==> config.mk <==
export PLATFORM = sky130hd
export DESIGN_NAME = boot_image_scan
export DESIGN_NICKNAME = d
export VERILOG_FILES = /design/src/rtl/boot_scan_pkg.sv /design/src/rtl/scan_crc32.sv /design/src/rtl/scan_hdr_latch.sv /design/src/rtl/boot_image_scan.sv
export SDC_FILE = /design/constraint.sdc
export NUM_CORES = 1
export LEC_CHECK = 0
export ABC_AREA = 1
export CORE_MARGIN = 1
export CORE_UTILIZATION = 30
export CTS_CLUSTER_SIZE = 10
export DETAILED_ROUTE_END_ITERATION = 7
export SYNTH_ARGS = -nofsm -noshare
export SYNTH_HDL_FRONTEND = slang
export SYNTH_SLANG_ARGS = --single-unit
==> constraint.sdc <==
create_clock -name clk -period 3.3 [get_ports clk]
set_input_delay 0.66 -clock clk [delete_from_list [all_inputs] [get_ports clk]]
set_output_delay 0.66 -clock clk [all_outputs]
set_load 0.005 [all_outputs]
==> src/rtl/boot_scan_pkg.sv <==
package boot_scan_pkg;

   localparam int CHUNK_BYTES = 256;
   localparam int HDR_BYTES   = 16;

   typedef enum logic [2:0] {
      ST_IDLE,
      ST_REQ,
      ST_STREAM,
      ST_EVAL,
      ST_FLUSH,
      ST_COMMIT,
      ST_NEXT,
      ST_HALT
   } scan_st_e;

   // byte 0 of the header sits in the least significant bits
   typedef struct packed {
      logic [31:0] crc;
      logic [31:0] len;
      logic [31:0] load;
      logic [31:0] magic;
   } img_hdr_t;

endpackage

==> src/rtl/scan_crc32.sv <==
module scan_crc32 #(
   parameter int          BITS_PER_STEP = 8,
   parameter logic [31:0] POLY_REFL     = 32'hEDB8_8320
)(
   input  logic                     clk,
   input  logic                     rst_n,
   input  logic                     clr,
   input  logic                     en,
   input  logic [BITS_PER_STEP-1:0] din,
   output logic [31:0]              crc_q
);
   if (BITS_PER_STEP < 1 || BITS_PER_STEP > 32) begin : g_bad_step
      $error("scan_crc32: BITS_PER_STEP out of range");
   end

   logic [31:0] stage [0:BITS_PER_STEP];

   assign stage[0] = crc_q ^ {{(32-BITS_PER_STEP){1'b0}}, din};

   for (genvar b = 0; b < BITS_PER_STEP; b++) begin : g_shift
      assign stage[b+1] = stage[b][0] ? ((stage[b] >> 1) ^ POLY_REFL)
                                      : (stage[b] >> 1);
   end

   always_ff @(posedge clk or negedge rst_n) begin
      if (!rst_n)   crc_q <= '1;
      else if (clr) crc_q <= '1;
      else if (en)  crc_q <= stage[BITS_PER_STEP];
   end
endmodule

==> src/rtl/scan_hdr_latch.sv <==
module scan_hdr_latch
   import boot_scan_pkg::*;
#(
   parameter int  NBYTES = HDR_BYTES,
   localparam int POS_W  = $clog2(NBYTES)
)(
   input  logic             clk,
   input  logic             rst_n,
   input  logic             en,
   input  logic [POS_W-1:0] pos,
   input  logic [7:0]       din,
   output logic [8*NBYTES-1:0] raw
);
   if (NBYTES != HDR_BYTES) begin : g_bad_size
      $error("scan_hdr_latch: header size must match the packed header type");
   end

   always_ff @(posedge clk or negedge rst_n) begin
      if (!rst_n)  raw <= '0;
      else if (en) raw[pos*8 +: 8] <= din;
   end
endmodule

==> src/rtl/boot_image_scan.sv <==
module boot_image_scan
   import boot_scan_pkg::*;
#(
   parameter int          SCAN_CHUNKS = 16384,
   parameter int          ADDR_W      = 32,
   parameter logic [31:0] MAGIC_MAIN  = 32'h4E42_4F54,
   parameter logic [31:0] MAGIC_SAFE  = 32'h4E42_5346,
   localparam int         IDX_W       = (SCAN_CHUNKS > 1) ? $clog2(SCAN_CHUNKS) : 1
)(
   input  logic              clk,
   input  logic              rst_n,
   input  logic              start,
   input  logic              sel_failsafe,
   output logic              rd_req_valid,
   input  logic              rd_req_ready,
   output logic [IDX_W-1:0]  rd_req_idx,
   input  logic              rd_byte_valid,
   input  logic [7:0]        rd_byte,
   input  logic              rd_byte_last,
   input  logic              rd_ecc_corr,
   input  logic              rd_ecc_fail,
   output logic              mem_we,
   output logic [ADDR_W-1:0] mem_addr,
   output logic [7:0]        mem_wdata,
   output logic              busy,
   output logic              done,
   output logic              fail,
   output logic [ADDR_W-1:0] entry_addr,
   output logic              on_failsafe,
   output logic              evt_corrected,
   output logic              evt_bad_block,
   output logic              evt_crc_err
);
   localparam logic [IDX_W-1:0] LAST_IDX  = IDX_W'(SCAN_CHUNKS - 1);
   localparam int               FLUSH_N   = 8;   // bytes that precede a known load address
   localparam int               FL_W      = $clog2(FLUSH_N);
   localparam logic [31:0]      CHUNK_INC = 32'(CHUNK_BYTES);

   if (SCAN_CHUNKS < 1) begin : g_bad_window
      $error("boot_image_scan: SCAN_CHUNKS must be at least 1");
   end
   if (ADDR_W < 8 || ADDR_W > 32) begin : g_bad_aw
      $error("boot_image_scan: ADDR_W must be 8..32");
   end

   scan_st_e         st;
   logic             mode_load;
   logic             done_q, fail_q, safe_q;
   logic [IDX_W-1:0] chunk_idx;
   logic [7:0]       pos;
   logic [31:0]      base;
   logic [FL_W-1:0]  flush_cnt;
   logic             corr_q, bad_q;
   logic [ADDR_W-1:0] entry_q;

   logic [8*HDR_BYTES-1:0] hdr_raw;
   img_hdr_t         hdr;
   logic [31:0]      crc_q;
   logic [31:0]      cur_idx;
   logic [31:0]      cur_magic;
   logic             hdr_ok;
   logic             crc_en, crc_clr, hdr_en;
   logic [31:0]      wr_full;

   assign hdr       = img_hdr_t'(hdr_raw);
   assign cur_idx   = base + {24'd0, pos};
   assign cur_magic = safe_q ? MAGIC_SAFE : MAGIC_MAIN;
   assign hdr_ok    = (hdr.magic == cur_magic) && (hdr.len != 32'd0);

   assign hdr_en  = (st == ST_STREAM) && rd_byte_valid && !mode_load && (pos < 8'(HDR_BYTES));
   assign crc_en  = (st == ST_STREAM) && rd_byte_valid &&
                    (cur_idx >= 32'(HDR_BYTES)) && (cur_idx < hdr.len);
   assign crc_clr = (st == ST_REQ) && !mode_load;

   scan_hdr_latch u_hdr (
      .clk   (clk),
      .rst_n (rst_n),
      .en    (hdr_en),
      .pos   (pos[3:0]),
      .din   (rd_byte),
      .raw   (hdr_raw)
   );

   scan_crc32 #(.BITS_PER_STEP(8)) u_crc (
      .clk   (clk),
      .rst_n (rst_n),
      .clr   (crc_clr),
      .en    (crc_en),
      .din   (rd_byte),
      .crc_q (crc_q)
   );

   // memory port: streamed bytes, or the held-back header bytes
   always_comb begin
      mem_we    = 1'b0;
      mem_wdata = 8'd0;
      wr_full   = 32'd0;
      if (st == ST_STREAM && rd_byte_valid) begin
         mem_wdata = rd_byte;
         wr_full   = hdr.load + cur_idx;
         if (mode_load)
            mem_we = 1'b1;
         else if (pos >= 8'(FLUSH_N) && hdr.magic == cur_magic)
            mem_we = 1'b1;
      end else if (st == ST_FLUSH) begin
         mem_we    = 1'b1;
         mem_wdata = hdr_raw[flush_cnt*8 +: 8];
         wr_full   = hdr.load + 32'(flush_cnt);
      end
   end
   assign mem_addr = wr_full[ADDR_W-1:0];

   always_ff @(posedge clk or negedge rst_n) begin
      if (!rst_n) begin
         st            <= ST_IDLE;
         mode_load     <= 1'b0;
         done_q        <= 1'b0;
         fail_q        <= 1'b0;
         safe_q        <= 1'b0;
         chunk_idx     <= '0;
         pos           <= '0;
         base          <= '0;
         flush_cnt     <= '0;
         corr_q        <= 1'b0;
         bad_q         <= 1'b0;
         entry_q       <= '0;
         evt_corrected <= 1'b0;
         evt_bad_block <= 1'b0;
         evt_crc_err   <= 1'b0;
      end else begin
         evt_corrected <= 1'b0;
         evt_bad_block <= 1'b0;
         evt_crc_err   <= 1'b0;
         unique case (st)
            ST_IDLE: if (start) begin
               safe_q    <= sel_failsafe;
               chunk_idx <= '0;
               mode_load <= 1'b0;
               base      <= '0;
               st        <= ST_REQ;
            end
            ST_REQ: if (rd_req_ready) begin
               pos <= '0;
               st  <= ST_STREAM;
            end
            ST_STREAM: if (rd_byte_valid) begin
               pos <= pos + 8'd1;
               if (rd_byte_last) begin
                  corr_q <= rd_ecc_corr;
                  bad_q  <= rd_ecc_fail;
                  st     <= ST_EVAL;
               end
            end
            ST_EVAL: begin
               if (bad_q) begin
                  evt_bad_block <= mode_load;
                  mode_load     <= 1'b0;
                  base          <= '0;
                  st            <= ST_NEXT;
               end else begin
                  evt_corrected <= corr_q;
                  if (!mode_load) begin
                     if (hdr_ok) begin
                        mode_load <= 1'b1;
                        base      <= CHUNK_INC;
                        flush_cnt <= '0;
                        st        <= ST_FLUSH;
                     end else begin
                        st <= ST_NEXT;
                     end
                  end else begin
                     base <= base + CHUNK_INC;
                     st   <= ST_COMMIT;
                  end
               end
            end
            ST_FLUSH: begin
               flush_cnt <= flush_cnt + FL_W'(1);
               if (flush_cnt == FL_W'(FLUSH_N - 1)) st <= ST_COMMIT;
            end
            ST_COMMIT: begin
               if (base >= hdr.len) begin
                  if (~crc_q == hdr.crc) begin
                     done_q  <= 1'b1;
                     entry_q <= hdr.load[ADDR_W-1:0];
                     st      <= ST_HALT;
                  end else begin
                     evt_crc_err <= 1'b1;
                     mode_load   <= 1'b0;
                     base        <= '0;
                     st          <= ST_NEXT;
                  end
               end else begin
                  st <= ST_NEXT;
               end
            end
            ST_NEXT: begin
               if (chunk_idx == LAST_IDX) begin
                  mode_load <= 1'b0;
                  base      <= '0;
                  if (!safe_q) begin
                     safe_q    <= 1'b1;
                     chunk_idx <= '0;
                     st        <= ST_REQ;
                  end else begin
                     fail_q <= 1'b1;
                     st     <= ST_HALT;
                  end
               end else begin
                  chunk_idx <= chunk_idx + IDX_W'(1);
                  st        <= ST_REQ;
               end
            end
            ST_HALT: st <= ST_HALT;
            default: st <= ST_IDLE;
         endcase
      end
   end

   assign rd_req_valid = (st == ST_REQ);
   assign rd_req_idx   = chunk_idx;
   assign busy         = (st != ST_IDLE) && (st != ST_HALT);
   assign done         = done_q;
   assign fail         = fail_q;
   assign entry_addr   = entry_q;
   assign on_failsafe  = safe_q;

   // the two outcomes exclude each other
   a_r6_outcome_excl: assert property (@(posedge clk) disable iff (!rst_n)
      !(done && fail));

   a_r11_fail_sticky: assert property (@(posedge clk) disable iff (!rst_n)
      fail |=> fail && !rd_req_valid);

   a_r6_done_hold: assert property (@(posedge clk) disable iff (!rst_n)
      done |=> done && $stable(entry_addr) && !rd_req_valid);

   a_r2_req_hold: assert property (@(posedge clk) disable iff (!rst_n)
      (rd_req_valid && !rd_req_ready) |=> rd_req_valid && $stable(rd_req_idx));

   a_r10_idx_window: assert property (@(posedge clk) disable iff (!rst_n)
      rd_req_valid |-> (rd_req_idx <= LAST_IDX));

   a_r8_bad_pulse: assert property (@(posedge clk) disable iff (!rst_n)
      evt_bad_block |=> !evt_bad_block);

   a_r7_crc_pulse: assert property (@(posedge clk) disable iff (!rst_n)
      evt_crc_err |=> !evt_crc_err && !done);

   a_r4_no_write_idle: assert property (@(posedge clk) disable iff (!rst_n)
      (!busy) |-> !mem_we);
endmodule

# Word-level counts from Yosys, hierarchy flattened
# Cells that the tools add are included.
[totals] ramBits=0 elab_cells=166 input_bits=17 memories=0 latch_bits=0 out_inout_bits=95 romBits=0 regBits=261
[classes] mul=0 shifts=3 n_addsub=8 mux=70 bitwise=10 reduce_logical=28 div_mod_pow=0 n_eq_ne=25 n_lt_le_gt_ge=5
[ops] cell="two-way mux 32 bit" n=19
[ops] cell="bitwise mux 128 bit" n=1
[ops] cell="one-hot mux 32 bit (4 select lines)" n=1
[ops] cell="variable shift 8 x 34 -> 128 bit, first input constant" n=1
[ops] cell="indexed part select 128 x 7 -> 8 bit" n=1
[ops] cell="indexed part select 8 x 34 -> 128 bit" n=1
[ops] cell="NOT 13 -> 14 bit" n=8
[ops] cell="two-way mux 14 bit" n=3
[ops] cell="two-way mux 3 bit" n=13
[ops] cell="negation 7 -> 34 bit" n=1
[ops] cell="adder 32 x 3 -> 32 bit" n=1
[ops] cell="adder 32 bit" n=1
[ops] cell="adder 32 x 8 -> 32 bit" n=1
[ops] cell="adder 32 x 9 -> 32 bit, second input constant" n=1
[ops] cell="equality test 32 x 31 -> 1 bit" n=1
[ops] cell="equality test 32 bit" n=1
[ops] cell=">= comparator 32 bit" n=1
[ops] cell=">= comparator 32 x 5 -> 1 bit, second input constant" n=1
[ops] cell="less-than comparator 32 bit" n=1
[ops] cell="two-way mux 8 bit" n=4
[ops] cell="NOT 32 bit" n=1
[ops] cell="nonzero test 32 bit" n=1
[ops] cell="XOR 32 x 8 -> 32 bit" n=1
[ops] cell="one-hot mux 14 bit (2 select lines)" n=1
[ops] cell="31 further kinds" n=83

# Logic depth before layout (Yosys ltp)
# Gate-level depths: netlist of run 1.
[logic_depth] word_depth=19 ltp_mapped=16 mapped_depth_nobuf=15

# Modules after synthesis
# A second synthesis of run 1 with hierarchy kept.
[hier_totals] cells_unflattened=2888 area_unflattened_um2=19751.4
[modules_own_cells] mod="boot_image_scan" cells_per_inst=1809 area_per_inst_um2=11360.9 n_inst=1
[modules_own_cells] mod="scan_hdr_latch" cells_per_inst=731 area_per_inst_um2=5905.7 n_inst=1
[modules_own_cells] mod="scan_crc32" cells_per_inst=348 area_per_inst_um2=2484.9 n_inst=1

# Least setup slack after synthesis of run 1
# OpenSTA, ideal clock, no wires.
[synth_timing] path_type="reg2out" startpoint="register pos[1]" endpoint="output port mem_addr[24]" required_ps=2640 arrival_time_ps=2114 slack_ps=526 n_path_buf=0 path_stages_with_launch=10 cell_sequence="dfrtp_1 inv_1 fa_1 o21ai_0 a21oi_1 or2_2 nand3_1 nand2_1 nand3_1 nand2_1"
[synth_via] elab_chain_cells=3
[synth_rtl] element="start, declared" line_no="boot_image_scan.sv:50" source="logic [7:0] pos;"
[synth_rtl] element="start signal, assigned" line_no="boot_image_scan.sv:147" source="pos <= pos + 8'd1;"
[synth_rtl] element="adder 32 x 8 -> 32 bit" line_no="boot_image_scan.sv:66" source="assign cur_idx = base + {24'd0, pos};"
[synth_rtl] element="adder 32 bit" line_no="boot_image_scan.sv:100" source="wr_full = hdr.load + cur_idx;"
[synth_rtl] element="two-way mux 32 bit" line_no="boot_image_scan.sv:98" source="if (st == ST_STREAM && rd_byte_valid) begin"
[synth_rtl] element="end, declared" line_no="boot_image_scan.sv:23" source="output logic [ADDR_W-1:0] mem_addr,"
# No other way between the ends.

# Final worst setup path of run 1
[layout_timing] startpoint="register u_hdr.raw[32]" endpoint="output port mem_addr[20]"
[layout_via] elab_chain_cells=3
[layout_rtl] element="start, declared" line_no="scan_hdr_latch.sv:12" source="output logic [8*NBYTES-1:0] raw"
[layout_rtl] element="start signal, assigned by index" line_no="scan_hdr_latch.sv:20" source="else if (en) raw[pos*8 +: 8] <= din;"
[layout_rtl] element="adder 32 x 3 -> 32 bit" line_no="boot_image_scan.sv:108" source="wr_full = hdr.load + 32'(flush_cnt);"
[layout_rtl] element="two-way mux 32 bit" line_no="boot_image_scan.sv:105" source="end else if (st == ST_FLUSH) begin"
[layout_rtl] element="two-way mux 32 bit (*)" line_no="boot_image_scan.sv:98"
# Every way passes the cells marked *; elsewhere a longest branch is shown, timed or not.

==> results of run 1 <==
==> logic make-up (layout without fill, tap and decap cells) <==
logic type      Yosys count  count (layout)  share of synthesized area (%)
simple gates           1355            1355                           31.4
compound gates          434             434                           12.7
buf+inv                 356             694                           7.44
flops                   253             253                           34.8
xor+xnor                109             109                           5.26
fa+ha+maj               101             101                           6.99
mux                      23              23                           1.36
other cells               0               1                              0
==> cell usage after synthesis (all sizes together) (2+ instances only) <==
cell type	instances	area (um2)
nand2	733	2770
nor2	269	1040
inv	252	946
o21ai	242	1210
dfrtp	221	5530
nand3	207	1060
a21oi	136	681
ha	99	1240
xor2	83	727
clkbuf	77	289
nor3	68	378
nand4	38	238
dfstp	32	841
xnor2	26	235
buf	22	106
or2	20	125
mux2	15	169
o31ai	12	90.1
nor4	9	62.6
o211ai	9	67.6
mux2i	8	80.1
nand3b	8	60.1
o21a	7	52.6
o21bai	6	45.0
a21o	5	37.5
clkinv	5	18.8
o22ai	5	31.3
a21boi	3	22.5
o32ai	3	26.3
a32o	2	20.0
fa	2	40.0
nor3b	2	15.0
==> flip-flops by register name (all words and copies together), names as in the netlist, 3 cells and up <==
| name | flops |
|---|---|
| u_hdr.raw | 128 |
| entry_addr | 32 |
| st | 3 |
| pos | 8 |
| flush_cnt | 3 |
| rd_req_idx | 14 |
| base | 24 |
| u_crc.crc_q | 32 |
==> power groups by stage <==
stage / combinational [mW] / sequential [mW] / clock, mW
2_1_floorplan: 4.51 / 4.08 / 0
3_3_place_gp: 7.32 / 4.22 / 0
3_5_place_dp: 7.33 / 4.22 / 0
4_1_cts: 8.18 / 4.20 / 3.88
5_1_grt: 9.96 / 4.27 / 4.00
6_report: 9.21 / 4.21 / 3.80
==> area by class of cell <==
type,count,area (um2)
tap,782,978
inverter,257,976
fill,6141,35800
multi-input combinational,2022,11700
clock inverter,10,148
antenna,1,2.50
sequential,253,6390
clock buffer,47,973
timing repair buffer,380,3290
==> worst max-delay path: stages (launching register included) <==
cell and delay [ps]:
dfrtp_2 420, ha_4 150, inv_2 30, fa_2 350, o21ai_2 160, buf_6 140
buf_4 110, buf_6 90, buf_4 90, nand4_1 90, nand3_1 110, a21oi_1 70
o21ai_1 130, nand2_1 110, buf_2 130
==> repair_timing <==
action	in CTS	in global routing
endpoints found under the setup margin	37	34
resized for setup	286	151
pin swaps	58	60
cloned	1	0
buffers inserted	58	28
hold buffers	0	0
==> final timing paths <==
kind,endpoint
worst max-delay path,mem_addr[20]
worst min-delay path,u_hdr.raw[99]
worst max register to register,u_hdr.raw[47]
worst min register to register,entry_addr[29]
max in group asynchronous,u_crc.crc_q[25]
min in group clk,entry_addr[29]
==> per-layer routing <==
layer | wire [um] | vias to the layer above | track usage (%)
li1 | - | 9276 | -
met5 | 0 | - | 0
met1 | 30800 | 9108 | 31.0
met3 | 5690 | 158 | 4.15
met4 | 2660 | 0 | 7.72
met2 | 32800 | 781 | 36.8
==> through the flow <==
stage	utilization (%)	setup TNS (ps)	instances
global placement	35.7	-562	3612
detailed placement	35.7	-596	3612
finish	40.6	-470	3752
floorplan	-	0	2631
CTS	39.4	-1020	3725
global route	40.6	-1910	3752
==> impl_metrics.ini, run 1 <==
[clocking]
clkSlewWorstSetupHoldPaths_ps = 50
insertion_delay_ps = 570
clk_path_buf_depth = 3
cts_tree = built
cts_root_buf = clkbuf_16
cts_htree_levels = 2
cts.sinks = 253
cts_buffers = 35

[timing]
finalSetupViolations = 11
final_max_slew_viol_count = 0
rsz0062_at_grt = yes
max_slew_margin_pct = 39.6
skew_ps = 23.8
hold_violations = 0
period_share_pct = 103
hold_ws_ps = 96.0
tightest_slew_ps = 897
timing.fmax_mhz = 293
period_minus_slack_ps = 3410
setup_slack_ps = -111

[final_layout]
drive_gt1_share_pct = 21.9
final_common_cell = nand2_1
final_nets = 3067
area_delta_synth_final_pct = 33.8
design_area_um2 = 24500
final_cell_mix = 680 x nand2_1, 242 x inv_1, 235 x nor2_1

[min_path]
hp-class = input port to async pin

[pwr]
p_leak_nw = 11.7
power.switching_mw = 7.55
p_seq_share_pct = 24.5
clockPowerShare_pct = 22.1
vdd_drop_max_v = 0.000750
powerDensity_nw_per_um2 = 704
post-layout-total-power_mw = 17.2
combinationalPowerShare_pct = 53.5
power.internal_mw = 9.66
switching_share_pct = 43.9

[worst_setup_path]
reg2reg_from = pos[0]
critPathLaunchType = flop
rr_worst_depth = 7
crit_arrival_ps = 2750
startpoint = u_hdr.raw[32]
cp.required_ps = 2640
r2r_setup_slack_ps = 430
cp_max_fo = 4
path_class = flop to output pin
crit_path_end_kind = output pin

[grt]
grt.total_usage_pct = 22.9
grt_pass1_wl_um = 110000
grt_overflow_total = 0
grt_pass1_vias = 18200
grt_antenna_before_repair = 1
grt_max_degree = 78

[synth]
syn_area_um2 = 18300
ys_seq_area_share_pct = 34.8
synthCells = 2631
ys.flop_type = dfrtp_1
synth_cell_types = 50
synth_area_per_cell_um2 = 6.95
ys_seq_elements = 253
synthArstFlopShare_pct = 100
synth-edff-count = 0
yosysWarnings = 0
synthesis.nets = 2749

[placed_design]
io_buffers = 111
gp_congestion = 0.985
place_area_um2 = 21500
dpl_worst_slack_ps = -258
hpwl_um = 53900

[drt]
via_count = 19300
viasPerCell = 5.15
drcViolationCount = 0
routed_wl_um = 72000
wl_per_cell_um = 19.2
final_antenna_net_count = 0
first_pass_iters = 6
drt_iter0_drc = 2031

[run]
max_cap_viol_count = 0

[die]
coreArea_um2 = 60200
die_height_um = 249
num_rows = 90
initial_utilization_pct = 30.4
ios = 112
die_w_um = 249
die_area_um2 = 62000

[status]
status = finished, violations left
violations = negative setup slack
No activity file was read; power rests on OpenSTA's default activity.
==> run 2, diff against run 1 <==
--- a/config.mk
+++ b/config.mk
@@ -7,9 +7,11 @@
 export LEC_CHECK = 0
 export ABC_AREA = 1
 export CORE_MARGIN = 1
-export CORE_UTILIZATION = 30
+export CORE_UTILIZATION = 60
 export CTS_CLUSTER_SIZE = 10
 export DETAILED_ROUTE_END_ITERATION = 7
+export PLACE_DENSITY = 0.8
 export SYNTH_ARGS = -nofsm -noshare
 export SYNTH_HDL_FRONTEND = slang
 export SYNTH_SLANG_ARGS = --single-unit
+export TNS_END_PERCENT = 1
==> run 2 against run 1 <==
The run still ends with negative setup slack left. Non-clock buffer count decreased by 93. Design area decreased by 7.7%. Largest cell class unchanged. Highest routed layer is now met5. Combinational power is 12% lower. Via count grew 3.5%. Cell count is 13% lower.
==> impl_metrics.ini, run 2 (same netlist as run 1, synthesis figures left out) <==
[status]
status = finished, violations left
violations = negative setup slack

[drt]
routed_wl_um = 69100
via_count = 20000
drcViolationCount = 0
drt_iter0_drc = 2414
wl_per_cell_um = 21.2
first_pass_iters = 7
final_antenna_net_count = 0
viasPerCell = 6.13

[timing]
tightest_slew_ps = 921
rsz0062_at_grt = yes
period_minus_slack_ps = 3580
finalSetupViolations = 22
setup_slack_ps = -275
final_max_slew_viol_count = 0
skew_ps = 12.0
setup_tns_ps = -3690
period_share_pct = 108
hold_violations = 0
max_slew_margin_pct = 38.4
timing.fmax_mhz = 280

[placed_design]
hpwl_um = 51500
io_buffers = 111
gp_congestion = 1.02
dpl_worst_slack_ps = -33.2

[clocking]
cts_tree = built
cts.sinks = 253
clk_path_buf_depth = 3
insertion_delay_ps = 590
cts_htree_levels = 1
postCtsHoldBufs = 0
clkSlewWorstSetupHoldPaths_ps = 60
cts_buffers = 31
cts_root_buf = clkbuf_16

[min_path]
hp-class = input port to async pin

[final_layout]
final_cell_mix = 691 x nand2_1, 243 x inv_1, 243 x nor2_1
diodes = 0
drive_gt1_share_pct = 16.4
area_delta_synth_final_pct = 23.4
final_nets = 2970
nFillCells = 2278
largest_register = u_hdr.raw
largest_register_ffs = 128
final_common_cell = nand2_1

[grt]
grt_pass1_wl_um = 105000
grt_antenna_before_repair = 2
grt_overflow_total = 0
grt_pass1_vias = 19000
grt_max_degree = 81
grt.total_usage_pct = 43.8

[pwr]
vdd_drop_max_v = 0.000680
p_seq_share_pct = 27.3
clockPowerShare_pct = 20.8
switching_share_pct = 45.4
power.switching_mw = 7.06
combinationalPowerShare_pct = 51.9
p_leak_nw = 11.1
powerDensity_nw_per_um2 = 688
power.internal_mw = 8.48

[die]
die_height_um = 177
die_area_um2 = 31200
ios = 112
num_rows = 63
initial_utilization_pct = 61.4
die_w_um = 177
coreArea_um2 = 29800

[worst_setup_path]
crit_path_end_kind = output pin
startpoint = flush_cnt[1]
path_class = flop to output pin
critPathLaunchType = flop
crit_arrival_ps = 2920
cp.required_ps = 2640
cp_max_fo = 4
reg2reg_from = pos[0]

[run]
max_cap_viol_count = 0
==> run 2: path summary, 6_finish.rpt <==
kind                             endpoint  slack, ps  cells past startpoint
min in group clk                     fail        480                      1
setup / recovery             mem_addr[27]       -280                     11
max in group asynchronous  u_crc.crc_q[4]       2420                      2
hold / removal                   base[26]         60                      1
hold reg to reg                      fail        480                      1
setup reg to reg            u_hdr.raw[86]        310                      7
==> run 2: layout make-up <==
cell class                      instances  area (um2)  area share [%]
Clock buffer                           47         866            3.84
Clock inverter                          5        68.8           0.305
Inverter                              257         966            4.28
Multi-Input combinational cell       2022       11300            50.1
Sequential cell                       253        6390            28.3
Tap cell                              390         488            2.16
Timing Repair Buffer                  287        2490            11.0
==> run 2: power by group through the flow <==
stage,clock network [mW],registers (mW),logic (mW)
detailed placement,0,4.22,7.14
global placement,0,4.19,6.97
CTS,3.24,4.20,7.56
finish,3.24,4.23,8.06
floorplan,0,4.08,4.51
global route,3.37,4.26,8.69
==> run 2: through the flow <==
step / area, um2 / hold WS, ps / power [mW] / cells / util, %
finish: 22600 / 62.2 / 15.5 / 3261 / 75.8
global route: 22600 / 113 / 16.3 / 3261 / 75.8
CTS: 22200 / 95.8 / 15.0 / 3250 / 74.4
detailed placement: 20700 / 463 / 11.4 / 3181 / 69.4
global placement: 20700 / 447 / 11.2 / 3181 / 69.4
floorplan: 18300 / 364 / 8.59 / 2631 / -
==> run 2: what timing repair did <==
item,4_1_cts,5_1_grt
pin swaps,32,34
setup buffers,17,11
endpoints found under the setup margin,40,34
resized for setup,179,112
hold endpoints to repair,0,0
==> run 2: metal layers <==
metal | share of wire, % | track usage [%] | vias to the layer above
met5 | 0.035 | 0 | -
met4 | 7.9 | 28.6 | 4
met3 | 9.9 | 7.80 | 358
met2 | 45 | 69.4 | 1205
met1 | 37 | 55.1 | 9386
li1 | - | - | 9048
==> run 2: critical path: stages, from the launching register on <==
cell,delay [ps]
dfrtp_1,440
ha_1,450
nand3_2,170
nand3_4,130
buf_4,120
inv_1,60
nor2_4,170
nand2_1,70
nand2_1,70
nand3_1,80
nand2_1,90
clkdlybuf4s50_1,490
